<file path="src/rtl/intc_pkg.sv">
package intc_pkg;

   typedef enum logic [1:0] {
      SEL_NONE = 2'd0,
      SEL_STAT = 2'd1,
      SEL_MUTE = 2'd2,
      SEL_GLOB = 2'd3
   } intc_sel_e;

   localparam int GLOB_BITS = 2;

   function automatic int idx_width(input int n);
      return (n > 1) ? $clog2(n) : 1;
   endfunction

endpackage

</file>
<file path="src/rtl/intc_src_slice.sv">
module intc_src_slice #(
   parameter int DW = 8
) (
   input  logic          clk,
   input  logic          rst_n,
   input  logic [DW-1:0] ev,
   input  logic          stat_we,
   input  logic          mute_we,
   input  logic [DW-1:0] wdata,
   output logic [DW-1:0] stat_q,
   output logic [DW-1:0] mute_q,
   output logic          pend
);

   logic [DW-1:0] clr_mask;

   always_comb begin
      clr_mask = stat_we ? wdata : '0;
   end

   always_ff @(posedge clk or negedge rst_n) begin
      if (!rst_n) begin
         stat_q <= '0;
         mute_q <= '1;
      end else begin
         stat_q <= (stat_q & ~clr_mask) | ev;
         if (mute_we) begin
            mute_q <= wdata;
         end
      end
   end

   assign pend = |(stat_q & ~mute_q);

endmodule

</file>
<file path="src/rtl/intc_decode.sv">
module intc_decode
   import intc_pkg::*;
#(
   parameter int ADDR_W    = 9,
   parameter int NUM_SRC   = 10,
   parameter int STAT_BASE = 'h100,
   parameter int MUTE_OFS  = 'h80,
   parameter int GLOB_ADDR = 'h1FF,
   localparam int IDX_W    = idx_width(NUM_SRC)
) (
   input  logic [ADDR_W-1:0] addr,
   output intc_sel_e         sel,
   output logic [IDX_W-1:0]  idx
);

   localparam int MUTE_BASE = STAT_BASE + MUTE_OFS;

   int a;

   always_comb begin
      a   = int'(addr);
      sel = SEL_NONE;
      idx = '0;
      if (a == GLOB_ADDR) begin
         sel = SEL_GLOB;
      end else if (a >= STAT_BASE && a < STAT_BASE + NUM_SRC) begin
         sel = SEL_STAT;
         idx = IDX_W'(a - STAT_BASE);
      end else if (a >= MUTE_BASE && a < MUTE_BASE + NUM_SRC) begin
         sel = SEL_MUTE;
         idx = IDX_W'(a - MUTE_BASE);
      end
   end

endmodule

</file>
<file path="src/rtl/intc_combine.sv">
module intc_combine
   import intc_pkg::*;
#(
   parameter int NUM_SRC = 10,
   parameter bit OUT_REG = 1'b0
) (
   input  logic                 clk,
   input  logic                 rst_n,
   input  logic [NUM_SRC-1:0]   pend,
   input  logic [GLOB_BITS-1:0] glob,
   output logic                 irq,
   output logic                 wake
);

   logic any_pend;
   logic irq_d;
   logic wake_d;

   assign any_pend = |pend;
   assign irq_d    = any_pend & ~glob[0];
   assign wake_d   = any_pend & ~glob[1];

   generate
      if (OUT_REG) begin : g_reg
         always_ff @(posedge clk or negedge rst_n) begin
            if (!rst_n) begin
               irq  <= 1'b0;
               wake <= 1'b0;
            end else begin
               irq  <= irq_d;
               wake <= wake_d;
            end
         end
      end else begin : g_comb
         logic unused_clk;
         assign unused_clk = clk ^ rst_n;
         assign irq  = irq_d;
         assign wake = wake_d;
      end
   endgenerate

endmodule

</file>
<file path="src/rtl/intc_collector.sv">
module intc_collector
   import intc_pkg::*;
#(
   parameter int NUM_SRC   = 10,
   parameter int DW        = 8,
   parameter int ADDR_W    = 9,
   parameter int STAT_BASE = 'h100,
   parameter int MUTE_OFS  = 'h80,
   parameter int GLOB_ADDR = 'h1FF,
   parameter bit OUT_REG   = 1'b0
) (
   input  logic                  clk,
   input  logic                  rst_n,
   input  logic [NUM_SRC*DW-1:0] src_ev,
   input  logic [ADDR_W-1:0]     reg_addr,
   input  logic                  reg_wr,
   input  logic [DW-1:0]         reg_wdata,
   output logic [DW-1:0]         reg_rdata,
   output logic                  irq_o,
   output logic                  wake_o
);

   localparam int IDX_W = idx_width(NUM_SRC);

   if (DW < GLOB_BITS) begin : g_bad_dw
      $error("DW must hold the global mute bits");
   end
   if (NUM_SRC < 1 || NUM_SRC > MUTE_OFS) begin : g_bad_src
      $error("NUM_SRC must be between 1 and MUTE_OFS");
   end
   if (GLOB_ADDR >= STAT_BASE && GLOB_ADDR < STAT_BASE + MUTE_OFS + NUM_SRC
       && !(GLOB_ADDR >= STAT_BASE + NUM_SRC && GLOB_ADDR < STAT_BASE + MUTE_OFS)) begin : g_bad_glob
      $error("GLOB_ADDR overlaps a per-source register");
   end
   if (STAT_BASE + MUTE_OFS + NUM_SRC > (1 << ADDR_W)) begin : g_bad_aw
      $error("ADDR_W too narrow for the register window");
   end

   intc_sel_e             sel;
   logic [IDX_W-1:0]      idx;
   logic [NUM_SRC*DW-1:0] stat_all;
   logic [NUM_SRC*DW-1:0] mute_all;
   logic [NUM_SRC-1:0]    pend;
   logic [GLOB_BITS-1:0]  glob_q;

   intc_decode #(
      .ADDR_W   (ADDR_W),
      .NUM_SRC  (NUM_SRC),
      .STAT_BASE(STAT_BASE),
      .MUTE_OFS (MUTE_OFS),
      .GLOB_ADDR(GLOB_ADDR)
   ) u_dec (
      .addr(reg_addr),
      .sel (sel),
      .idx (idx)
   );

   generate
      for (genvar s = 0; s < NUM_SRC; s++) begin : g_src
         logic hit;
         assign hit = reg_wr && (int'(idx) == s);
         intc_src_slice #(.DW(DW)) u_slice (
            .clk    (clk),
            .rst_n  (rst_n),
            .ev     (src_ev[s*DW +: DW]),
            .stat_we(hit && sel == SEL_STAT),
            .mute_we(hit && sel == SEL_MUTE),
            .wdata  (reg_wdata),
            .stat_q (stat_all[s*DW +: DW]),
            .mute_q (mute_all[s*DW +: DW]),
            .pend   (pend[s])
         );
      end
   endgenerate

   always_ff @(posedge clk or negedge rst_n) begin
      if (!rst_n) begin
         glob_q <= '1;
      end else if (reg_wr && sel == SEL_GLOB) begin
         glob_q <= reg_wdata[GLOB_BITS-1:0];
      end
   end

   always_comb begin
      case (sel)
         SEL_STAT: reg_rdata = stat_all[int'(idx)*DW +: DW];
         SEL_MUTE: reg_rdata = mute_all[int'(idx)*DW +: DW];
         SEL_GLOB: reg_rdata = DW'(glob_q);
         default:  reg_rdata = '0;
      endcase
   end

   intc_combine #(
      .NUM_SRC(NUM_SRC),
      .OUT_REG(OUT_REG)
   ) u_comb (
      .clk  (clk),
      .rst_n(rst_n),
      .pend (pend),
      .glob (glob_q),
      .irq  (irq_o),
      .wake (wake_o)
   );

endmodule

</file>
<file path="config.mk">
export PLATFORM = sky130hd
export DESIGN_NAME = intc_collector
export DESIGN_NICKNAME = d
export VERILOG_FILES = /design/src/rtl/intc_pkg.sv /design/src/rtl/intc_src_slice.sv /design/src/rtl/intc_decode.sv /design/src/rtl/intc_combine.sv /design/src/rtl/intc_collector.sv
export SDC_FILE = /design/constraint.sdc
export NUM_CORES = 1
export LEC_CHECK = 0
export ABC_AREA = 1
export BUFFER_PORTS_ARGS = -buffer_cell sky130_fd_sc_hd__buf_2
export CORE_ASPECT_RATIO = 1.5
export CORE_MARGIN = 2
export CORE_UTILIZATION = 53
export DETAILED_ROUTE_END_ITERATION = 10
export GPL_ROUTABILITY_DRIVEN = 0
export PLACE_DENSITY_LB_ADDON = 0.05
export SETUP_SLACK_MARGIN = 0.02
export SKIP_CTS_REPAIR_TIMING = 1
export SLEW_MARGIN = 20
export SYNTH_ARGS = -nofsm -noshare
export SYNTH_HDL_FRONTEND = slang
export SYNTH_HIERARCHICAL = 1
export SYNTH_SLANG_ARGS = --single-unit
</file>
<file path="constraint.sdc">
create_clock -name clk -period 2.5 [get_ports clk]
set_input_delay 0.5 -clock clk [delete_from_list [all_inputs] [get_ports clk]]
set_output_delay 0.5 -clock clk [all_outputs]
set_load 0.01 [all_outputs]
</file>
==> flow_summary.yaml, run 1 <==
pwr:
  intPower_mw: 4.82
  totalPowerFinal_mw: 6.24
  p_seq_share_pct: 43.6
  powerDensity_nw_per_um2: 554
  irDropWorstVdd_mv: 0.462
  netSwitchingFraction_pct: 22.8
  leakage_nw: 5.47
  comb_power_share_pct: 8.0
  clkPwrFrac_pct: 48.4
  p_switching_mw: 1.42
clocking:
  htree_num_levels: 4
  cts_sinks: 162
  cts_buffer_depth: 2
  cts_root_buf: "clkbuf_16"
  cts_tree: "yes"
  clk_pin_slew_ns: 0.06
  clk_latency_ns: 0.43
  numCtsBuffers: 17
global_route:
  track_usage_pct: 31.3
  grt_pass1_wl_um: 41800
  grt_max_degree: 54
  grt_overflow: 0
  antenna_found_initial: 0
  grt_pass1_vias: 8097
setup_path:
  path_cells: "buf_2, nand2_1, nor2_1, nand3_2, buf_4, nand2_1, nor2_4, buf_4, buf_4, nand2_4, buf_12, a21oi_1, a21oi_2, nand3_2, a21oi_2, buf_2"
  slowest_stage: "a21oi_2"
  cpMostUsedCell: "buf_4"
  required_ns: 2.00
  crit_path_start_kind: "input pin"
  end_kind: "output port"
  path_class: "input pin to output port"
  cp_data_arrival_time_ns: 2.40
  worst_path_largest_cell_delay_ns: 0.17
  cp_max_fo: 6
cells_and_area:
  postLayoutCoreUtil_pct: 69.6
  nFillCells: 1364
  finish.instance_area_um2: 11300
  area_delta_synth_final_pct: 28.3
  drive_gt1_share_pct: 30.8
  instances_no_fill: 1546
  antenna_cells: 0
  fin_nets: 1431
place:
  portBuffers: 109
  placed_area_um2: 10100
  place_inst: 1500
  dp_slack_ns: -0.519
  dpl.hpwl_um: 18600
floorplan:
  die_height_um: 162
  die_x_um: 109
  core_um2: 16200
  ios: 110
  rows: 57
  design.die.area_um2: 17600
  initial_core_util_pct: 54.2
drt:
  routed_wl_um: 26700
  dr.pass1.iters: 5
  avgViaCountPerCell: 5.45
  initialDrtViolationCount: 547
  vias: 8421
  ant_nets: 0
  drc: 0
  routedWlPerCell_um: 17.3
sta:
  drv_slew: 0
  fin_setup_tns_ns: -3.00
  fmax_ghz: 0.345
  hold_viol: 12
  finalSetupViolations: 8
  skew_ns: 0
  worst_slack_ns: -0.397
  timing.slew.headroom_pct: 55.9
  holdWs_ns: -0.0108
  fin_crit_ns: 2.90
  rsz0062_at_grt: "true"
  period_share_pct: 116
  tightest_slew_ns: 0.661
logic_synthesis:
  syn_area_per_cell_um2: 7.63
  yosysTopAreaCell: "dfstp_2"
  syn-num-nets: 1255
  ys_ff_latch: 162
  yosysWarnings: 6
  synthTopCellsByArea: "dfstp_2, dfrtp_1, nand2_1, a21o_1, o21ai_0"
  ys_seq_area_share_pct: 47.3
  synthCells: 1151
  yosys.cell_types.count: 28
  synth_top_area_share_pct: 24.5
  synth_area_um2: 8780
worst_hold_path:
  hold_class: "input pin to async pin"
flow_run:
  maxCapViolCount: 0
run_status:
  violations: "hold timing, setup timing"
  status: "finished, violations left"
sequential cells by signal (all words and copies together), names as in the netlist:
name	count
glob_q	2
g_src.u_slice/stat_q	80
g_src.u_slice/mute_q	80
placed cells by master (no fill, tap or decap), types with 3 or more instances in the layout:
cell type,netlist,final
ha_1,4,3
o21ai_1,21,20
buf_2,27,102
nor2_2,1,10
a21oi_2,0,15
buf_8,0,3
nor4_1,6,3
o21ai_2,0,3
nor3_1,7,6
nand3_1,73,53
bufinv_16,0,6
nor2_4,3,8
dfrtp_1,80,80
inv_2,3,6
buf_12,0,10
buf_4,4,69
o211ai_1,4,4
nand2_2,3,20
nand3_2,2,22
inv_1,102,97
nor2_1,59,45
buf_6,15,17
dfstp_2,82,82
clkbuf_16,0,19
nor4_2,0,3
o21a_1,12,12
o21ai_0,86,84
nand2_1,439,419
a21o_1,80,80
a21oi_1,31,16
Yosys cell counts:
library cell / number
dfrtp_1: 80
nor4_1: 6
dfstp_2: 82
o22ai_1: 1
clkinv_1: 2
buf_4: 4
nand3b_1: 1
mux2_2: 2
buf_6: 15
nor2_2: 1
nand3_1: 73
o211ai_1: 4
inv_1: 102
nor3_1: 7
ha_1: 4
nand3_2: 2
o21a_1: 12
or2_1: 1
o21ai_1: 21
nor2_1: 59
nor2_4: 3
nand2_1: 439
buf_2: 27
a21oi_1: 31
a21o_1: 80
inv_2: 3
nand2_2: 3
o21ai_0: 86
critical path: cells and delay by family:
kind | cells | cell delay (ns)
buffers and inverters | 6 | 0.84
AO/OA/AOI/OAI | 3 | 0.38
AND/OR/NAND/NOR | 7 | 0.67
routing by layer:
metal / vias to the layer above / GRT usage [%] / wire (um)
met2: 299 / 50.8 / 12900
li1: 4033 / - / -
met1: 4039 / 42.4 / 11300
met5: - / 0 / 0
met3: 50 / 5.46 / 1740
met4: 0 / 10.4 / 697
path summary, 6_finish.rpt:
kind / from / to / slack (ns) / depth (start not counted)
setup / recovery: reg_addr[0] / reg_rdata[3] / -0.40 / 16
hold / removal: rst_n / g_src[6].u_slice/stat_q[6]$_DFF_PN0_ / -0.01 / 1
setup reg to reg: g_src[4].u_slice/mute_q[4]$_DFFE_PN1P_ / g_src[4].u_slice/mute_q[4]$_DFFE_PN1P_ / 1.61 / 2
hold reg to reg: g_src[0].u_slice/mute_q[0]$_DFFE_PN1P_ / g_src[0].u_slice/mute_q[0]$_DFFE_PN1P_ / 0.50 / 2
max in group asynchronous: rst_n / g_src[4].u_slice/mute_q[3]$_DFFE_PN1P_ / 1.80 / 2
min in group clk: src_ev[37] / g_src[4].u_slice/stat_q[5]$_DFF_PN0_ / 0.24 / 2
power by group through the flow:
stage | registers, mW | logic, mW | clock network (mW)
after global placement | 2.76 | 0.423 | 0
after floorplan | 2.75 | 0.150 | 0
after global routing | 2.73 | 0.548 | 3.17
after detailed placement | 2.76 | 0.427 | 0
after CTS | 2.72 | 0.431 | 3.06
final | 2.72 | 0.497 | 3.02
area by class of cell:
type                       instances  area (um^2)  share of cell area [%]
clock buffer                      20          457                    4.05
clock inverter                    12          226                    2.01
inverter                         107          412                    3.65
multi-input combinational        836         4240                    37.6
sequential                       162         4160                    36.9
tap                              206          258                    2.29
timing repair buffer             203         1520                    13.5
cells by family after synthesis:
family	synth area share, %
AO/OA/AOI/OAI	16.1
adder cells (fa/ha/maj)	0.570
buffers and inverters	8.38
flip-flops	47.3
multiplexers	0.256
AND/OR/NAND/NOR	27.3
Note: power is estimated with default switching activity, not from simulation.
==> run 2: changes to the inputs <==
Settings changed: ABC_CLOCK_PERIOD_IN_PS set to 3500, CORE_UTILIZATION 53 to 45.
Clock period 2.5 ns to 3.5 ns, I/O delays scaled along.
==> run 2 against run 1 <==
Against the previous run:
- the flow finishes with violations (setup timing)
- critical endpoint is now reg_rdata[7]
- critical path depth did not move
- clock power shrank 36%
- final cell count grew 2.5%
- register-to-register slack improved by 1.0 ns
- flip-flop and latch count did not move
- largest power group is now sequential cells
- core utilization is 12 points lower
- global-route usage fell by 3.0 points
- critical path type unchanged
==> flow_summary.yaml, run 2 (synthesis results as in run 1) <==
drt:
  avgViaCountPerCell: 5.23
  ant_nets: 0
  dr.pass1.iters: 5
  vias: 8283
  routedWlPerCell_um: 18.3
  wl_met2_um: 14600
  initialDrtViolationCount: 533
  wirelength_met1_um: 12000
  wl_met3_um: 1320
  top_layer_used: "met4"
  routed_wl_um: 29000
  drc: 0
global_route:
  grt_pass1_wl_um: 44500
  antenna_found_initial: 0
  track_usage_pct: 28.3
  grt_pass1_vias: 8126
  grt_max_degree: 65
  grt_overflow: 0
clocking:
  cts_tree: "yes"
  clk_pin_slew_ns: 0.06
  cts_buffer_depth: 2
  htree_num_levels: 4
  cts_root_buf: "clkbuf_16"
  numCtsBuffers: 17
  cts_sinks: 162
  clk_latency_ns: 0.43
floorplan:
  core_um2: 19200
  die_height_um: 175
  rows: 62
  initial_core_util_pct: 45.8
  design.die.area_um2: 20700
  die_x_um: 118
  ios: 110
pwr:
  powerDensity_nw_per_um2: 381
  clkPwrFrac_pct: 46.2
  p_switching_mw: 1.01
  comb_power_share_pct: 7.8
  irDropWorstVdd_mv: 0.333
  p_seq_share_pct: 46.1
  intPower_mw: 3.20
  totalPowerFinal_mw: 4.21
  netSwitchingFraction_pct: 24.1
  leakage_nw: 5.36
cells_and_area:
  nFillCells: 1851
  fin_nets: 1419
  area_delta_synth_final_pct: 26.0
  largest_registers: "g_src.u_slice/mute_q x80, g_src.u_slice/stat_q x80, glob_q x2"
  postLayoutCoreUtil_pct: 57.7
  drive_gt1_share_pct: 28.0
  instances_no_fill: 1584
  final_common_cell: "nand2_1"
  antenna_cells: 0
  final_cell_mix: "nand2_1, buf_2, inv_1, o21ai_0, dfstp_2"
flow_run:
  maxCapViolCount: 0
sta:
  fin_setup_tns_ns: -0.0644
  period_share_pct: 101
  fmax_ghz: 0.282
  drv_slew: 0
  worst_slack_ns: -0.0437
  finalSetupViolations: 3
  fin_crit_ns: 3.54
  tightest_slew_ns: 0.690
  rsz0062_at_grt: "true"
  hold_viol: 0
  timing.slew.headroom_pct: 54.0
  skew_ns: 0
place:
  portBuffers: 109
  place_inst: 1540
  dpl.hpwl_um: 20000
setup_path:
  r2r_end: "g_src[8].u_slice/mute_q[4]$_DFFE_PN1P_"
  r2r_cells: 2
  regToRegSetupSlack_ns: 2.61
  crit_path_start_kind: "input pin"
  critPathCapture: "reg_rdata[7]"
  cp_max_fo: 7
  path_class: "input pin to output port"
  rr_startpoint: "g_src[8].u_slice/mute_q[4]$_DFFE_PN1P_"
  required_ns: 2.80
  cp_data_arrival_time_ns: 2.84
  crit_start: "reg_addr[1]"
  end_kind: "output port"
run_status:
  violations: "setup timing"
  status: "finished, violations left"
worst_hold_path:
  hold_class: "input pin to async pin"
-- run 2: how the worst min path moves through the flow --
| stage | to | slack (ns) | cells after the start |
|---|---|---|---|
| after floorplan | g_src[0].u_slice/stat_q[0]$_DFF_PN0_ | 0.40 | 0 |
| after global placement | g_src[6].u_slice/mute_q[2]$_DFFE_PN1P_ | 0.48 | 2 |
| after detailed placement | g_src[3].u_slice/mute_q[5]$_DFFE_PN1P_ | 0.48 | 2 |
| after CTS | g_src[4].u_slice/stat_q[4]$_DFF_PN0_ | 0.27 | 1 |
| after global routing | g_src[4].u_slice/stat_q[6]$_DFF_PN0_ | 0.31 | 1 |
| final | g_src[4].u_slice/stat_q[4]$_DFF_PN0_ | 0.27 | 1 |
-- run 2: area by class of cell --
type | instances | area [um^2] | share of cell area, %
clock inverter | 13 | 160 | 1.45
timing repair buffer | 191 | 1420 | 12.8
tap | 256 | 320 | 2.90
inverter | 107 | 419 | 3.79
multi-input combinational | 836 | 4140 | 37.4
sequential | 162 | 4160 | 37.6
clock buffer | 19 | 453 | 4.09
-- run 2: per-stage QoR --
stage	setup WS (ns)	hold slack, ns	instance area [um^2]
final	-0.0437	0.266	11100
after global routing	-0.147	0.307	11100
after CTS	-0.332	0.275	10600
after detailed placement	-0.321	0.483	9980
after global placement	-0.336	0.478	9980
after floorplan	0.423	0.404	8780
-- run 2: worst max-delay path, stage by stage --
cell and delay [ns]:
buf_2 0.10, nand2_1 0.06, nor2_2 0.19, nand3_2 0.18
nand2_2 0.13, ha_4 0.20, buf_8 0.16, buf_4 0.14
nand2_1 0.05, nand3_1 0.09, nand2_1 0.11, a21oi_1 0.16
nand3_1 0.16, a21oi_2 0.18, buf_4 0.11, buf_2 0.11
-- run 2: power groups by stage --
stage	clock [mW]	combinational, mW	sequential, mW
final	1.94	0.327	1.94
after global routing	2.05	0.361	1.94
after CTS	1.98	0.310	1.94
after detailed placement	0	0.307	1.97
after global placement	0	0.306	1.97
after floorplan	0	0.102	1.97
-- run 2: layer usage --
layer | global-route usage [%] | vias up
li1 | - | 4008
met1 | 35.0 | 3959
met2 | 48.6 | 252
met3 | 5.03 | 64
met4 | 11.7 | 0
met5 | 0 | -
